`src/rtl/uart_irq_pkg.sv`:
```
package uart_irq_pkg;
  localparam int NSRC = 5;
  // request index, lowest index = highest priority
  localparam int SRC_LS   = 0;
  localparam int SRC_RDA  = 1;
  localparam int SRC_TMO  = 2;
  localparam int SRC_THRE = 3;
  localparam int SRC_MS   = 4;
  // enable register bit positions
  localparam int EN_RX   = 0;
  localparam int EN_THRE = 1;
  localparam int EN_LS   = 2;
  localparam int EN_MS   = 3;
  localparam int EN_W    = 4;
  // modem pin vector positions
  localparam int MP_CTS = 0;
  localparam int MP_DSR = 1;
  localparam int MP_RI  = 2;
  localparam int MP_DCD = 3;

  typedef enum logic [2:0] {
    ID_MODEM = 3'b000,
    ID_THRE  = 3'b001,
    ID_RDA   = 3'b010,
    ID_LS    = 3'b011,
    ID_TMO   = 3'b110
  } irq_id_e;

  function automatic irq_id_e src_id(input int idx);
    case (idx)
      SRC_LS:   return ID_LS;
      SRC_RDA:  return ID_RDA;
      SRC_TMO:  return ID_TMO;
      SRC_THRE: return ID_THRE;
      default:  return ID_MODEM;
    endcase
  endfunction
endpackage

```
`src/rtl/uart_irq_prio.sv`:
```
module uart_irq_prio
  import uart_irq_pkg::*;
#(
  parameter int N = NSRC
) (
  input  logic [N-1:0] req,
  output logic         any,
  output logic [2:0]   id
);
  always_comb begin
    any = |req;
    id  = ID_MODEM;
    for (int i = N - 1; i >= 0; i--) begin
      if (req[i]) id = src_id(i);
    end
  end
endmodule

```
`src/rtl/uart_irq_sources.sv`:
```
module uart_irq_sources
  import uart_irq_pkg::*;
#(
  parameter int IER_W = 8,
  parameter int MS_W  = 4
) (
  input  logic             clk,
  input  logic             rst,
  input  logic             fifo_en,
  input  logic             ier_we,
  input  logic [IER_W-1:0] ier_wdata,
  input  logic             ls_err_evt,
  input  logic             rx_avail,
  input  logic             rx_tmo_evt,
  input  logic             thr_empty,
  input  logic [MS_W-1:0]  mdm_pins,
  input  logic             lsr_rd,
  input  logic             msr_rd,
  input  logic             rbr_rd,
  input  logic             thr_wr,
  input  logic             id_rd_clr,
  output logic [NSRC-1:0]  req,
  output logic [MS_W-1:0]  msr_delta,
  output logic [IER_W-1:0] ier_q
);
  localparam int HI_W = IER_W - EN_W;

  logic [EN_W-1:0] ier_r;
  logic            ls_pend, tmo_pend, thre_pend;
  logic [MS_W-1:0] pin_d, delta_set;
  logic            thr_d, fifo_d, thre_set;
  logic            ier_unused;

  assign ier_unused = ^ier_wdata[IER_W-1:EN_W];
  assign ier_q      = {{HI_W{1'b0}}, ier_r};

  // change detectors: ring indicator is edge-specific, others any change
  for (genvar g = 0; g < MS_W; g++) begin : g_delta
    if (g == MP_RI) begin : g_ri
      assign delta_set[g] = mdm_pins[g] & ~pin_d[g];
    end else begin : g_chg
      assign delta_set[g] = mdm_pins[g] ^ pin_d[g];
    end
  end

  assign thre_set = (thr_empty & ~thr_d) | (fifo_en & ~fifo_d & thr_empty);

  always_ff @(posedge clk) begin
    if (rst) begin
      ier_r     <= '0;
      ls_pend   <= 1'b0;
      tmo_pend  <= 1'b0;
      thre_pend <= 1'b0;
      msr_delta <= '0;
      pin_d     <= mdm_pins;
      thr_d     <= thr_empty;
      fifo_d    <= fifo_en;
    end else begin
      if (ier_we) ier_r <= ier_wdata[EN_W-1:0];
      ls_pend   <= ls_err_evt | (ls_pend & ~lsr_rd);
      tmo_pend  <= fifo_en & (rx_tmo_evt | (tmo_pend & ~rbr_rd));
      thre_pend <= thre_set | (thre_pend & ~thr_wr & ~id_rd_clr);
      msr_delta <= delta_set | (msr_delta & {MS_W{~msr_rd}});
      pin_d     <= mdm_pins;
      thr_d     <= thr_empty;
      fifo_d    <= fifo_en;
    end
  end

  assign req[SRC_LS]   = ier_r[EN_LS]   & ls_pend;
  assign req[SRC_RDA]  = ier_r[EN_RX]   & rx_avail;
  assign req[SRC_TMO]  = ier_r[EN_RX]   & tmo_pend & fifo_en;
  assign req[SRC_THRE] = ier_r[EN_THRE] & thre_pend;
  assign req[SRC_MS]   = ier_r[EN_MS]   & (|msr_delta);

  // a line-status read with no new error leaves nothing pending
  assert_ls_clear_R9: assert property (@(posedge clk) disable iff (rst)
    (lsr_rd && !ls_err_evt) |=> !ls_pend)
    else $error("line error survived its read");

  // a transmit write with no new empty edge clears transmit-empty
  assert_thr_wr_clear_R5: assert property (@(posedge clk) disable iff (rst)
    (thr_wr && !thre_set) |=> !thre_pend)
    else $error("transmit empty survived a write");

  // a modem-status read with quiet pins leaves all change flags clear
  assert_msr_clear_R7: assert property (@(posedge clk) disable iff (rst)
    (msr_rd && $stable(mdm_pins)) |=> (msr_delta == '0))
    else $error("modem change flag survived its read");
endmodule

```
`src/rtl/uart_irq_ident.sv`:
```
module uart_irq_ident
  import uart_irq_pkg::*;
#(
  parameter int IER_W = 8,
  parameter int MS_W  = 4
) (
  input  logic             clk,
  input  logic             rst,
  input  logic             fifo_en,
  input  logic             ier_we,
  input  logic [IER_W-1:0] ier_wdata,
  output logic [IER_W-1:0] ier_q,
  input  logic             ls_err_evt,
  input  logic             rx_avail,
  input  logic             rx_tmo_evt,
  input  logic             thr_empty,
  input  logic             cts_pin,
  input  logic             dsr_pin,
  input  logic             dcd_pin,
  input  logic             ri_pin,
  input  logic             iir_rd,
  input  logic             lsr_rd,
  input  logic             msr_rd,
  input  logic             rbr_rd,
  input  logic             thr_wr,
  output logic [7:0]       iir_q,
  output logic             irq,
  output logic [MS_W-1:0]  msr_delta
);
  localparam logic [7:0] IIR_IDLE = 8'h01;

  logic [NSRC-1:0] req;
  logic            any;
  logic [2:0]      id;
  logic            rd_d, hold, id_rd_clr;
  logic [7:0]      iir_next;
  logic [MS_W-1:0] mdm_pins;

  always_comb begin
    mdm_pins         = '0;
    mdm_pins[MP_CTS] = cts_pin;
    mdm_pins[MP_DSR] = dsr_pin;
    mdm_pins[MP_RI]  = ri_pin;
    mdm_pins[MP_DCD] = dcd_pin;
  end

  // value frozen while the read lasts and one cycle beyond, so the
  // read side effect is decided on exactly what the bus saw
  assign hold      = iir_rd | rd_d;
  assign id_rd_clr = ~iir_rd & rd_d & (iir_q[3:0] == {ID_THRE, 1'b0});
  assign iir_next  = {fifo_en, fifo_en, 2'b00, id, ~any};

  uart_irq_sources #(.IER_W(IER_W), .MS_W(MS_W)) i_src (
    .clk        (clk),
    .rst        (rst),
    .fifo_en    (fifo_en),
    .ier_we     (ier_we),
    .ier_wdata  (ier_wdata),
    .ls_err_evt (ls_err_evt),
    .rx_avail   (rx_avail),
    .rx_tmo_evt (rx_tmo_evt),
    .thr_empty  (thr_empty),
    .mdm_pins   (mdm_pins),
    .lsr_rd     (lsr_rd),
    .msr_rd     (msr_rd),
    .rbr_rd     (rbr_rd),
    .thr_wr     (thr_wr),
    .id_rd_clr  (id_rd_clr),
    .req        (req),
    .msr_delta  (msr_delta),
    .ier_q      (ier_q)
  );

  uart_irq_prio #(.N(NSRC)) i_prio (
    .req (req),
    .any (any),
    .id  (id)
  );

  always_ff @(posedge clk) begin
    if (rst) begin
      iir_q <= IIR_IDLE;
      irq   <= 1'b0;
      rd_d  <= 1'b0;
    end else begin
      rd_d <= iir_rd;
      irq  <= any;
      if (!hold) iir_q <= iir_next;
    end
  end

  // the identification byte does not move during a read or right after
  assert_hold_R6: assert property (@(posedge clk) disable iff (rst)
    (iir_rd || rd_d) |=> $stable(iir_q))
    else $error("identification changed during a read");

  // outside a hold, pending bit and request line agree
  assert_pend_irq_R2: assert property (@(posedge clk) disable iff (rst)
    (!$past(iir_rd) && !$past(rd_d)) |-> (iir_q[0] == !irq))
    else $error("pending bit and irq disagree");

  // a timeout code only appears with the FIFO-mode bits set
  assert_tmo_fifo_R4: assert property (@(posedge clk) disable iff (rst)
    iir_q[3] |-> (iir_q[7:6] == 2'b11))
    else $error("timeout code outside FIFO mode");
endmodule

```
`config.mk`:
```
export PLATFORM = sky130hd
export DESIGN_NAME = uart_irq_ident
export DESIGN_NICKNAME = d
export VERILOG_FILES = /design/src/rtl/uart_irq_pkg.sv /design/src/rtl/uart_irq_prio.sv /design/src/rtl/uart_irq_sources.sv /design/src/rtl/uart_irq_ident.sv
export SDC_FILE = /design/constraint.sdc
export NUM_CORES = 1
export LEC_CHECK = 0
export ABC_CLOCK_PERIOD_IN_PS = 1400
export BUFFER_PORTS_ARGS = -buffer_cell sky130_fd_sc_hd__buf_2
export CAP_MARGIN = 20
export CELL_PAD_IN_SITES_DETAIL_PLACEMENT = 1
export CELL_PAD_IN_SITES_GLOBAL_PLACEMENT = 1
export CORE_AREA = 2 2 52 66
export CTS_CLUSTER_DIAMETER = 40
export DETAILED_ROUTE_END_ITERATION = 7
export DIE_AREA = 0 0 54 68
export MAX_ROUTING_LAYER = met4
export PLACE_DENSITY = 0.72
export SLEW_MARGIN = 10
export SYNTH_ARGS = -nofsm -noshare
export SYNTH_HDL_FRONTEND = slang
export SYNTH_SLANG_ARGS = --single-unit
```
`constraint.sdc`:
```
create_clock -name clk -period 1.4 [get_ports clk]
set_input_delay 0.28 -clock clk [delete_from_list [all_inputs] [get_ports clk]]
set_output_delay 0.28 -clock clk [all_outputs]
set_load 0.03 [all_outputs]
```
==> flow_summary_export.csv <==
group,metric,value,unit
run_status,status,"completed",
pwr,netSwitchingFraction,26.3,%
finish,seq_area,480,um2
finish,drive_gt1_share,33.1,%
critical_path,setup.worst_path.class,"reg2reg",
route,vias,741,
global_route,grtUsageTotal,11.9,%
critical_path,timing.rr.end,"i_src.thre_pend",
global_route,grt_max_degree,19,
clocking,cts_buffer_depth,2,
finish,fin_cells,164,
route,drt-vias-per-instance,4.52,
critical_path,cp-end-kind,"flip-flop",
critical_path,r2r_slack,0.09,ns
yosys,synth_cell_types,27,
clocking,cts_made_buffers,3,
floorplanning,die_w,54,um
finish,synthToLayoutAreaGrowth,26.5,%
pwr,p_sw,0.000376,W
clocking,cts_tree,"built",
pwr,power.internal,0.00105,W
route,drtAntennaViolNets,0,
floorplanning,initial_core_util,29.0,%
placed_design,placed_area,1090,um2
sta,finalHoldViolations,0,
min_path,whs_path_depth,1,
finish,final_common_cell,"buf_2",
clocking,cts_setup_buffers,0,
min_path,worstHoldPathType,"in2reg",
floorplanning,core,3110,um2
sta,fin_crit_sh,93.2,%
yosys,syn_area_per_cell,9.81,um2
route,post_drt_wl_per_cell,11.7,um
critical_path,worstRegToRegCells,3,
pwr,power.density,1250,nW/um2
route,drc_errors,0,
sta,fin_tns_setup,0,ns
pwr,p_seq_share,52.6,%
route,drt-total-wl,1920,um
global_route,grt_pass1_vias,736,
yosys,synth-seq-cells,24,
critical_path,start_kind,"flip-flop",
critical_path,worstPathRequired,1.54,ns
clocking,root_buffer,"clkbuf_8",
flow_run,max_cap_viol_count,0,
critical_path,crit_start,"iir_q[0]",
sta,maxSlewViolCount,0,
critical_path,crit_end,"i_src.thre_pend",
clocking,cts.reportedPaths.clkPinSlew,0.08,ns
pwr,clockPowerShare,32.1,%
finish,final_util,36.7,%
yosys,synth_top_area_share,53.3,%
placed_design,place_congestion,0.709,
finish,fin_nets,153,
clocking,cts_resized,0,
clocking,cts_hold_buf,0,
yosys,ys_warn_count,0,
yosys,syn_area,902,um2
floorplanning,die_area,3670,um2
pwr,pwr-share-comb,15.2,%
finish,final_cell_mix,"buf_2 (35), dfxtp_1 (24), a21oi_1 (9)",
sta,rsz0062_at_grt,"false",
clocking,cts_max_level,1,
critical_path,arrival,1.45,ns
sta,skew,0.00176,ns
sta,fin_crit,1.31,ns
floorplanning,die_h,68,um
clocking,cts_num_sinks,24,
global_route,antenna_found_initial,0,
route,dr.pass1.iters,2,
route,drt_iter0_markers,12,
finish,fill_cells,384,
finish,stdcell_area,1140,um2
sta,setup_viol,0,
global_route,grt_overflow,0,
sta,fmax,766,MHz
pwr,power.leakage,0.543,nW
yosys,ys_seq_area_share,53.3,%
yosys,ys_top_cells_by_area,"dfxtp_1 (53%), buf_4 (5.8%), a21oi_1 (5.0%)",
clocking,clk_latency,0.26,ns
yosys,synth_cells,92,
placed_design,hpwl,1570,um
floorplanning,rows,23,
yosys,synth_area_leader_cell,"dfxtp_1",
finish,multi_input_area,354,um2
critical_path,path_max_fanout,3,
floorplanning,io_pins,46,
placed_design,portBuffers,35,
critical_path,r2r-start,"iir_q[0]",
pwr,ir_drop,0.586,mV
global_route,grt_pass1_wl,3100,um
finish,n_antenna_cell,0,
placed_design,place_inst,160,
-- worst min-delay path by stage --
stage	start	endpoint	slack, ns
final	thr_empty	i_src.thr_d	0.13
after global routing	thr_empty	i_src.thr_d	0.11
after CTS	ri_pin	i_src.pin_d[2]	0.12
after detailed placement	ri_pin	i_src.pin_d[2]	0.40
after global placement	thr_empty	i_src.thr_d	0.39
after floorplan	fifo_en	i_src.fifo_d	0.31
-- sequential cells by signal (all words and copies together), names as in the netlist --
register         count
iir_q                5
i_src.ier_r          4
i_src.msr_delta      4
i_src.pin_d          4
i_src.fifo_d         1
i_src.ls_pend        1
i_src.thr_d          1
i_src.thre_pend      1
i_src.tmo_pend       1
irq                  1
rd_d                 1
-- stage by stage --
stage	worst slack, ns	hold WS (ns)	power [W]
4_1_cts	0.0789	0.124	0.00145
5_1_grt	0.0469	0.113	0.00151
3_5_place_dp	0.0922	0.400	0.000990
2_1_floorplan	0.00846	0.308	0.000923
6_report	0.0945	0.128	0.00143
3_3_place_gp	0.135	0.394	0.000982
-- power groups by stage --
| stage | sequential, W | clock, W | combinational (W) |
|---|---|---|---|
| 2_1_floorplan | 0.000815 | 0 | 0.000108 |
| 3_3_place_gp | 0.000766 | 0 | 0.000216 |
| 3_5_place_dp | 0.000769 | 0 | 0.000221 |
| 4_1_cts | 0.000753 | 0.000475 | 0.000221 |
| 5_1_grt | 0.000759 | 0.000510 | 0.000241 |
| 6_report | 0.000752 | 0.000460 | 0.000218 |
-- worst max-delay path: stages (launching register included) --
cell and delay, ns:
dfxtp_1 0.32, or4b_1 0.53, o311ai_2 0.24, a21oi_1 0.10
-- cells in the mapped netlist, drive strengths merged --
| cell | instances |
|---|---|
| o41ai | 1 |
| nor2b | 2 |
| a31oi | 1 |
| nand2b | 5 |
| a21oi | 9 |
| mux2i | 4 |
| xnor2 | 3 |
| and3 | 1 |
| nor3b | 1 |
| a211oi | 1 |
| a221o | 1 |
| a21boi | 1 |
| and4b | 1 |
| clkbuf | 2 |
| or4b | 1 |
| o21ai | 3 |
| nand2 | 3 |
| a311oi | 1 |
| nor2 | 8 |
| inv | 6 |
| conb | 1 |
| nand3 | 1 |
| a21o | 2 |
| dfxtp | 24 |
| o311ai | 1 |
| buf | 8 |
-- cell families after synthesis --
family,synth area share (%)
xor+xnor,2.91
buf+inv,9.57
other cells,0.416
flops,53.3
compound gates,15.7
mux,4.44
simple gates,13.7
-- metal layers --
metal  global-route usage (%)  share of wire, %
met1                     12.9                41
met4                     5.63               2.1
met3                     2.62               6.1
met5                        -                 0
met2                     20.4                50
-- cell type report --
cell class / instances / share of cell area, %
sequential: 24 / 42.1
inverter: 6 / 1.97
tap: 37 / 4.06
clock buffer: 4 / 4.82
timing repair buffer: 36 / 16.0
multi-input combinational: 57 / 31.0
No activity file was read; power rests on OpenSTA's default activity.
